<file path="config.mk">
export PLATFORM = sky130hd
export DESIGN_NAME = i2c_scl_timer
export DESIGN_NICKNAME = d
export VERILOG_FILES = /design/src/rtl/i2c_scl_timer_pkg.sv /design/src/rtl/i2c_scl_cfg_latch.sv /design/src/rtl/i2c_scl_phase_fsm.sv /design/src/rtl/i2c_scl_timer.sv
export SDC_FILE = /design/constraint.sdc
export NUM_CORES = 1
export LEC_CHECK = 0
export BUFFER_PORTS_ARGS = -buffer_cell sky130_fd_sc_hd__buf_2
export CAP_MARGIN = 0
export CORE_ASPECT_RATIO = 1.25
export CORE_MARGIN = 2
export CORE_UTILIZATION = 33
export CTS_BUF_LIST = sky130_fd_sc_hd__clkbuf_16
export DETAILED_ROUTE_END_ITERATION = 12
export PLACE_DENSITY_LB_ADDON = 0.1
export SLEW_MARGIN = 20
export SYNTH_ARGS = -nofsm -noshare
export SYNTH_HDL_FRONTEND = slang
export SYNTH_SLANG_ARGS = --single-unit
</file>
<file path="constraint.sdc">
create_clock -name clk -period 5.5 [get_ports clk]
set_clock_uncertainty 0.05 [all_clocks]
set_input_delay 0.275 -clock clk [delete_from_list [all_inputs] [get_ports clk]]
set_output_delay 0.275 -clock clk [all_outputs]
set_load 0.005 [all_outputs]
</file>
<file path="src/rtl/i2c_scl_timer_pkg.sv">
package i2c_scl_timer_pkg;

  typedef enum logic [2:0] {
    PH_IDLE  = 3'd0,
    PH_HOLD  = 3'd1,
    PH_LOW   = 3'd2,
    PH_WAITH = 3'd3,
    PH_HIGH  = 3'd4
  } phase_t;

  localparam int unsigned HOLD_EXTRA = 3;
  localparam int unsigned LOW_EXTRA  = 1;
  localparam int unsigned HIGH_EXTRA = 8;

  localparam logic [1:0] SPEED_FAST = 2'd2;

  function automatic logic speed_is_fast(input logic [1:0] sel);
    return sel == SPEED_FAST;
  endfunction

endpackage

</file>
<file path="src/rtl/i2c_scl_cfg_latch.sv">
module i2c_scl_cfg_latch
  import i2c_scl_timer_pkg::*;
#(
  parameter int unsigned CNT_W = 16
) (
  input  logic             clk,
  input  logic             rst,
  input  logic             enable,
  input  logic [1:0]       speed_sel,
  input  logic [CNT_W-1:0] std_high_cnt,
  input  logic [CNT_W-1:0] std_low_cnt,
  input  logic [CNT_W-1:0] fast_high_cnt,
  input  logic [CNT_W-1:0] fast_low_cnt,
  output logic [CNT_W-1:0] high_cnt,
  output logic [CNT_W-1:0] low_cnt
);

  logic [CNT_W-1:0] std_hi_q, std_lo_q, fast_hi_q, fast_lo_q;
  logic             fast_q;
  logic             past_ok;

  always_ff @(posedge clk) begin
    if (rst) begin
      std_hi_q  <= '0;
      std_lo_q  <= '0;
      fast_hi_q <= '0;
      fast_lo_q <= '0;
      fast_q    <= 1'b0;
    end else if (!enable) begin
      std_hi_q  <= std_high_cnt;
      std_lo_q  <= std_low_cnt;
      fast_hi_q <= fast_high_cnt;
      fast_lo_q <= fast_low_cnt;
      fast_q    <= speed_is_fast(speed_sel);
    end
  end

  always_comb begin
    high_cnt = fast_q ? fast_hi_q : std_hi_q;
    low_cnt  = fast_q ? fast_lo_q : std_lo_q;
  end

  always_ff @(posedge clk) begin
    if (rst) past_ok <= 1'b0;
    else     past_ok <= 1'b1;
  end

  // the timings in use are frozen for as long as the block stays enabled
  assert_cfg_frozen_R8: assert property (@(posedge clk) disable iff (rst || !past_ok)
    (enable && $past(enable)) |-> ($stable(high_cnt) && $stable(low_cnt)));

endmodule

</file>
<file path="src/rtl/i2c_scl_phase_fsm.sv">
module i2c_scl_phase_fsm
  import i2c_scl_timer_pkg::*;
#(
  parameter int unsigned CNT_W = 16
) (
  input  logic             clk,
  input  logic             rst,
  input  logic             enable,
  input  logic [CNT_W-1:0] high_cnt,
  input  logic [CNT_W-1:0] low_cnt,
  input  logic             start_req,
  input  logic             scl_line,
  output logic             scl_pull_low,
  output logic             low_phase_stb,
  output logic             high_phase_stb
);

  localparam int unsigned PW = CNT_W + 4;

  phase_t        phase;
  logic [PW-1:0] cnt;
  logic [PW-1:0] hold_len, low_len, high_len;
  logic          past_ok;
  logic [PW-1:0] low_run;

  always_comb begin
    hold_len = PW'(high_cnt) + PW'(HOLD_EXTRA);
    low_len  = PW'(low_cnt)  + PW'(LOW_EXTRA);
    high_len = PW'(high_cnt) + PW'(HIGH_EXTRA);
  end

  always_ff @(posedge clk) begin
    if (rst) begin
      phase          <= PH_IDLE;
      cnt            <= '0;
      scl_pull_low   <= 1'b0;
      low_phase_stb  <= 1'b0;
      high_phase_stb <= 1'b0;
    end else begin
      low_phase_stb  <= 1'b0;
      high_phase_stb <= 1'b0;
      if (!enable) begin
        phase        <= PH_IDLE;
        cnt          <= '0;
        scl_pull_low <= 1'b0;
      end else begin
        case (phase)
          PH_IDLE: begin
            if (start_req) begin
              phase <= PH_HOLD;
              cnt   <= PW'(1);
            end
          end
          PH_HOLD: begin
            if (cnt == hold_len) begin
              phase         <= PH_LOW;
              cnt           <= PW'(1);
              scl_pull_low  <= 1'b1;
              low_phase_stb <= 1'b1;
            end else begin
              cnt <= cnt + PW'(1);
            end
          end
          PH_LOW: begin
            if (cnt == low_len) begin
              phase        <= PH_WAITH;
              cnt          <= '0;
              scl_pull_low <= 1'b0;
            end else begin
              cnt <= cnt + PW'(1);
            end
          end
          PH_WAITH: begin
            if (scl_line) begin
              phase          <= PH_HIGH;
              cnt            <= PW'(1);
              high_phase_stb <= 1'b1;
            end
          end
          PH_HIGH: begin
            if (cnt == high_len) begin
              phase         <= PH_LOW;
              cnt           <= PW'(1);
              scl_pull_low  <= 1'b1;
              low_phase_stb <= 1'b1;
            end else begin
              cnt <= cnt + PW'(1);
            end
          end
          default: begin
            phase        <= PH_IDLE;
            cnt          <= '0;
            scl_pull_low <= 1'b0;
          end
        endcase
      end
    end
  end

  // Observation counter: length of the current pull-low run
  always_ff @(posedge clk) begin
    if (rst) begin
      past_ok <= 1'b0;
      low_run <= '0;
    end else begin
      past_ok <= 1'b1;
      low_run <= scl_pull_low ? low_run + PW'(1) : '0;
    end
  end

  // a pull-low run that ends normally lasts low count + 1 cycles
  assert_low_len_R3: assert property (@(posedge clk) disable iff (rst || !past_ok)
    ($fell(scl_pull_low) && $past(enable)) |-> (low_run == low_len));

  // the low strobe marks the rising edge of the pull
  assert_low_stb_edge_R3: assert property (@(posedge clk) disable iff (rst || !past_ok)
    low_phase_stb |-> (scl_pull_low && !$past(scl_pull_low)));

  // a high phase only begins once the line was seen high
  assert_high_waits_line_R5: assert property (@(posedge clk) disable iff (rst || !past_ok)
    high_phase_stb |-> ($past(scl_line) && !scl_pull_low));

  // disabled means released and silent
  assert_disabled_quiet_R9: assert property (@(posedge clk) disable iff (rst || !past_ok)
    !$past(enable) |-> (!scl_pull_low && !low_phase_stb && !high_phase_stb));

  // strobes never coincide
  assert_stb_exclusive_R4: assert property (@(posedge clk) disable iff (rst)
    $onehot0({low_phase_stb, high_phase_stb}));

endmodule

</file>
<file path="src/rtl/i2c_scl_timer.sv">
module i2c_scl_timer
  import i2c_scl_timer_pkg::*;
#(
  parameter int unsigned CNT_W = 16
) (
  input  logic             clk,
  input  logic             rst,
  input  logic             enable,
  input  logic [1:0]       speed_sel,
  input  logic [CNT_W-1:0] std_high_cnt,
  input  logic [CNT_W-1:0] std_low_cnt,
  input  logic [CNT_W-1:0] fast_high_cnt,
  input  logic [CNT_W-1:0] fast_low_cnt,
  input  logic             start_req,
  input  logic             scl_line,
  output logic             scl_pull_low,
  output logic             low_phase_stb,
  output logic             high_phase_stb
);

  logic [CNT_W-1:0] sel_high, sel_low;

  i2c_scl_cfg_latch #(.CNT_W(CNT_W)) u_cfg (
    .clk           (clk),
    .rst           (rst),
    .enable        (enable),
    .speed_sel     (speed_sel),
    .std_high_cnt  (std_high_cnt),
    .std_low_cnt   (std_low_cnt),
    .fast_high_cnt (fast_high_cnt),
    .fast_low_cnt  (fast_low_cnt),
    .high_cnt      (sel_high),
    .low_cnt       (sel_low)
  );

  i2c_scl_phase_fsm #(.CNT_W(CNT_W)) u_fsm (
    .clk            (clk),
    .rst            (rst),
    .enable         (enable),
    .high_cnt       (sel_high),
    .low_cnt        (sel_low),
    .start_req      (start_req),
    .scl_line       (scl_line),
    .scl_pull_low   (scl_pull_low),
    .low_phase_stb  (low_phase_stb),
    .high_phase_stb (high_phase_stb)
  );

  // outputs quiet in the cycle following a reset edge
  assert_reset_quiet_R1: assert property (@(posedge clk)
    $past(rst) |-> (!scl_pull_low && !low_phase_stb && !high_phase_stb));

endmodule

</file>
# After elaboration in Yosys (flattened, before gate mapping)
# Cells that the tools add are included.
[classes] add_sub_neg=4 n_mul=0 div_mod_pow=0 n_lt_le_gt_ge=0 n_eq_ne=13 shifts=0 n_mux=22 bitwise=3 reduce_logical=7
[ops] op="20-bit 2-to-1 mux" n=5
[ops] op="20-bit case mux with 5 select lines" n=1
[ops] op="20-bit == test" n=3
[ops] op="16-bit 2-to-1 mux" n=2
[ops] op="20-bit by 1-bit adder with 20-bit output, second input constant" n=1
[ops] op="16-bit by 1-bit adder with 17-bit output, second input constant" n=1
[ops] op="16-bit by 2-bit adder with 17-bit output, second input constant" n=1
[ops] op="16-bit by 4-bit adder with 17-bit output, second input constant" n=1
[ops] op="3-bit 2-to-1 mux" n=5
[ops] op="3-bit case mux with 5 select lines" n=1
[ops] op="3-bit by 2-bit == test with 1-bit output, second input constant" n=2
[ops] op="1-bit 2-to-1 mux" n=6
[ops] op="2-bit by 1-bit != test with 1-bit output, second input constant" n=3
[ops] op="5-bit AND reduction" n=1
[ops] op="2-bit != test, second input constant" n=2
[ops] op="1-bit case mux with 4 select lines" n=1
[ops] op="4-bit AND reduction" n=1
[ops] op="2-bit OR reduction" n=2
[ops] op="3-bit by 1-bit == test with 1-bit output, second input constant" n=1
[ops] op="3-bit == test, second input constant" n=1
[ops] op="3-bit zero test" n=1
[ops] op="1-bit inverter" n=3
[ops] op="3-bit OR reduction" n=1
[ops] op="2-bit == test, second input constant" n=1
[ops] op="other kinds (2)" n=2
[totals] ff_bits=91 latch_bits=0 mem_bits_rw=0 romBits=0 in_bits=71 output_inout_bits=3 word_cells=59 mem_count=0

# Logic depth before layout (Yosys ltp)
[depth] word_depth=5 depth_mapped=17 mapped_depth_nobuf=12

# By module
# From an unflattened synthesis, not the netlist that was laid out.
[unflattened] hier_cells=667 area_unflattened_um2=5809.3
[modules_own_cells] mod="i2c_scl_phase_fsm" n_inst=1 cells_each=421 area_each_um2=3103.0 seq_area_each_um2=520.5
[modules_own_cells] mod="i2c_scl_cfg_latch" n_inst=1 cells_each=246 area_each_um2=2706.3 seq_area_each_um2=1301.2

# Least setup slack after synthesis
# OpenSTA, ideal clock, no wires.
[synth_path] kind="reg-to-reg" startpoint="reg u_cfg.fast_q" endpoint="reg u_fsm.cnt[17]" setup_ns=0.132 arrival_time_ns=3.493 t_required_ns=5.318 path_slack_ns=1.825 stages_incl_launch_ff=17 n_path_buf=6 period_less_slack_ns=3.675 path_cell_list="dfxtp_1 buf_6 buf_6 buf_6 buf_6 buf_2 mux2i_1 ha_1 nor2_1 mux2_2 a2111oi_0 o2111ai_1 a2111oi_4 o21ai_1 buf_6 a211oi_2 nor3_2"
[synth_between] elab_chain_len=5 word_cells_on_any_way=12 cone_classes="3 x add/sub; 3 x eq/ne; 6 x mux"
[synth_rtl] element="from (decl)" line_no="i2c_scl_cfg_latch.sv:19" source="logic fast_q;"
[synth_rtl] element="from (signal assigned)" line_no="i2c_scl_cfg_latch.sv:34" source="fast_q <= speed_is_fast(speed_sel);"
[synth_rtl] element="16-bit 2-to-1 mux, on equally long branches" line_no="i2c_scl_cfg_latch.sv:39, i2c_scl_cfg_latch.sv:40"
[synth_rtl] element="16-bit by 4-bit adder with 17-bit output (tied with other cells)" line_no="i2c_scl_phase_fsm.sv:29" source="high_len = PW'(high_cnt) + PW'(HIGH_EXTRA);"
[synth_rtl] element="20-bit == test, on equally long branches" line_no="i2c_scl_phase_fsm.sv:81, i2c_scl_phase_fsm.sv:55, i2c_scl_phase_fsm.sv:65"
[synth_rtl] element="20-bit 2-to-1 mux, on equally long branches" line_no="i2c_scl_phase_fsm.sv:81, i2c_scl_phase_fsm.sv:55, i2c_scl_phase_fsm.sv:65"
[synth_rtl] element="20-bit case mux with 5 select lines *" line_no="i2c_scl_phase_fsm.sv:47" source="case (phase)"
[synth_rtl] element="to (signal assigned)" line_no="i2c_scl_phase_fsm.sv:61" source="cnt <= cnt + PW'(1);"
[synth_rtl] element="to (signal assigned)" line_no="i2c_scl_phase_fsm.sv:70" source="cnt <= cnt + PW'(1);"
[synth_rtl] element="to (signal assigned)" line_no="i2c_scl_phase_fsm.sv:87" source="cnt <= cnt + PW'(1);"
[synth_rtl] element="to (decl)" line_no="i2c_scl_phase_fsm.sv:21" source="logic [PW-1:0] cnt;"
# Mark *: on every way between the ends. The rest lies on a longest branch, timed or not.
# A chain may end at the register's enable or synchronous reset.

# Worst setup path in the final report
[layout_path] startpoint="reg u_cfg.fast_q" endpoint="reg u_fsm.cnt[14]"
# Same word-level chain as after synthesis.

==> flow_summary.json <==
{
  "clkPwrFrac_pct": 41.4,
  "firstDrtPassIters": 5,
  "place.gp.congestion": 0.839,
  "cpPeakStageDelay_ns": 0.66,
  "clk_latency_ns": 0.35,
  "min_path_type": "input port to register",
  "ctsHoldBuffers": 0,
  "final_max_slew_viol_count": 0,
  "p_comb_share_pct": 14.0,
  "grt_pass1_vias": 5230,
  "drt-total-wl_mm": 16.9,
  "drc": 0,
  "syn_area_per_cell_sq_um": 8.73,
  "synth_fp_nets": 771,
  "criticalPathCategory": "register to register",
  "switchingPower_uw": 436,
  "vias_per_cell": 5.34,
  "port_buffers": 73,
  "synth_edf_count": 0,
  "ctsHtreeMaxLevel": 3,
  "syn_area_sq_um": 6060,
  "diodes": 0,
  "hold_viol_final": 0,
  "cts_resized": 0,
  "clock-sinks": 91,
  "cts_tree": "built",
  "layout.cells.non_filler": 961,
  "vias": 5127,
  "worstSetupStartpointType": "register",
  "yosysSeqAreaShare_pct": 30.0,
  "p_per_area_nw_per_um2": 240,
  "wl_per_cell_um": 17.6,
  "root_buffer": "clkbuf_16",
  "fp-row-count": 55,
  "synth_area_leaders": "dfxtp_1 (30%), mux2i_1 (16%), nor2_1 (6.1%)",
  "setup-tns-final_ns": 0,
  "crit_fanout": 25,
  "min_period_ns": 3.98,
  "crit_family": "compound AO/OA/AOI/OAI gates",
  "design_area_sq_um": 6790,
  "antenna_found_initial": 0,
  "cts_buffers": 9,
  "clock_path_buffers": 2,
  "start_util_pct": 33.6,
  "required_ns": 5.66,
  "die_height_um": 156,
  "sw_frac_of_total_pct": 26.8,
  "yosysTopAreaCell": "dfxtp_1",
  "max_freq_ghz": 0.251,
  "clk_pin_slew_ns": 0.07,
  "worst_slew_pin_slew_ns": 0.937,
  "grt_pass1_wl_mm": 27.6,
  "finalNetCount": 804,
  "yosys_warnings": 0,
  "slew_headroom_pct": 37.6,
  "grt_start_max_net_pins": 68,
  "yosys.cell_types.count": 76,
  "status": "finished, final reports clean",
  "area_growth_pct": 11.9,
  "crit_buf_inv": 1,
  "vdd_drop_max_v": 0.000117,
  "die_area_sq_um": 19500,
  "first_iter_violations": 250,
  "layout-drive-gt1-share_pct": 19.9,
  "p_leak_uw": 0.00263,
  "final-setup-viol-count": 0,
  "synthCells": 695,
  "yosysMostFrequentCell": "nor2_1",
  "grt_usage_pct": 17.9,
  "ios": 74,
  "crit_slowest_cell": "dfxtp_2",
  "seqPwrFrac_pct": 44.6,
  "dpl_cell_area_sq_um": 6470,
  "crit_path_cell_trace": "buf_4, mux2i_1, nor2_1, mux2_2, a2111oi_0, o2111ai_1, a2111oi_4, o21ai_4, a211oi_2, nor3_2",
  "async_flop_share_pct": 0,
  "finalCritPeriodShare_pct": 72.4,
  "synthFlopType": "dfxtp_1",
  "maxCapViolations": 0,
  "dpl.hpwl_mm": 12.5,
  "crit_arrival_ns": 4.14,
  "end_kind": "register",
  "netlist.area_leader.share_pct": 30.0,
  "antenna_left": 0,
  "rsz0062_at_grt": "no",
  "placedCellCount": 945,
  "ys_seq_elements": 91,
  "p_int_uw": 1190,
  "grt.overflow.total": 0,
  "p_total_uw": 1630,
  "synth_common_cells": "nor2_1 (99), mux2i_1 (94), dfxtp_1 (91), xnor2_1 (40), nand3_1 (38)",
  "core-area_sq_um": 18000,
  "post_cts_buffers": 0,
  "fp.dieW_um": 125
}
[final timing paths]
| check | endpoint | from | cells past startpoint | slack (ns) |
|---|---|---|---|---|
| hold reg to reg | u_cfg.std_lo_q[15]$_SDFFE_PP0N_ | u_cfg.std_lo_q[15]$_SDFFE_PP0N_ | 2 | 0.44 |
| hold / removal | u_cfg.std_hi_q[8]$_SDFFE_PP0N_ | std_high_cnt[8] | 3 | 0.1 |
| setup reg to reg | u_fsm.cnt[14]$_SDFFE_PP0P_ | u_cfg.fast_q$_SDFFE_PP0N_ | 10 | 1.52 |
| setup / recovery | u_fsm.cnt[14]$_SDFFE_PP0P_ | u_cfg.fast_q$_SDFFE_PP0N_ | 10 | 1.52 |
[per-layer routing]
metal,global-route usage (%),vias to the layer above,wire length (um)
li1,-,2568,-
met3,3.12,25,677
met5,0,-,0
met2,30.7,94,8400
met1,21.8,2440,7400
met4,8.25,0,388
[final cells by class]
cell class | instances | area (sq um)
clock inverters | 7 | 92.6
fillers | 1907 | 11200
well taps | 228 | 285
repair buffers | 77 | 398
inverters | 7 | 26.3
clock buffers | 9 | 225
flip-flops and latches | 91 | 1820
multi-input cells | 542 | 3940
[power groups by stage]
| stage | combinational, uW | sequential, uW | clock (uW) |
|---|---|---|---|
| finish | 228 | 725 | 673 |
| global route | 254 | 730 | 721 |
| CTS | 230 | 725 | 695 |
| detailed placement | 229 | 741 | 0 |
| global placement | 224 | 739 | 0 |
| floorplan | 179 | 723 | 0 |
[sequential cells by signal, indices dropped and copies added, names as in the netlist, 3 cells and up]
signal and cells:
u_fsm.cnt 20, u_cfg.fast_hi_q 16, u_cfg.fast_lo_q 16, u_cfg.std_hi_q 16, u_cfg.std_lo_q 16, u_fsm.phase 3
[worst register-to-register path: cells and delay by family, from the launching register on]
| family | cells | cell delay (ns) |
|---|---|---|
| DFF | 1 | 0.66 |
| and+or+nand+nor | 2 | 0.47 |
| muxes | 2 | 0.56 |
| AOI/OAI and AO/OA | 5 | 1.74 |
| buffers and inverters | 1 | 0.38 |
[cell usage in the layout, fill, tap and decap left out, drive strengths merged, types with 5 or more instances in the layout]
cell      n
nor2    100
nand3    41
dfxtp    91
clkbuf    9
nand4b    5
nor3     28
a211oi   18
xor2     12
nor2b     6
nand2    37
a21oi    17
a22oi     8
inv       7
mux2i    94
buf      77
o22ai     6
and3     11
mux2      7
o211ai    8
xnor2    40
nand4     9
o21ai    16
nand3b   16
a31oi     5
ha        5
[cell families (layout without fill, tap and decap cells)]
logic type                 after synthesis  after routing  share of synthesized area (%)
and+or+nand+nor                        276            276                           24.5
AOI/OAI and AO/OA                      108            108                           14.7
adders and majority gates                5              5                           1.03
buffers and inverters                   62            100                           5.36
xor gates and xnor gates                52             52                           7.51
muxes                                  101            101                           16.8
DFF                                     91             91                           30.0
[through the flow]
stage,util [%],hold WS [ns],setup WS [ns]
after global placement,35.8,0.437,1.53
after detailed placement,35.9,0.436,1.52
final,37.6,0.0985,1.52
after CTS,37.6,0.0875,1.52
after floorplan,-,0.369,1.83
after global routing,37.6,0.0968,1.26
Power figures use the tool's default switching activity.
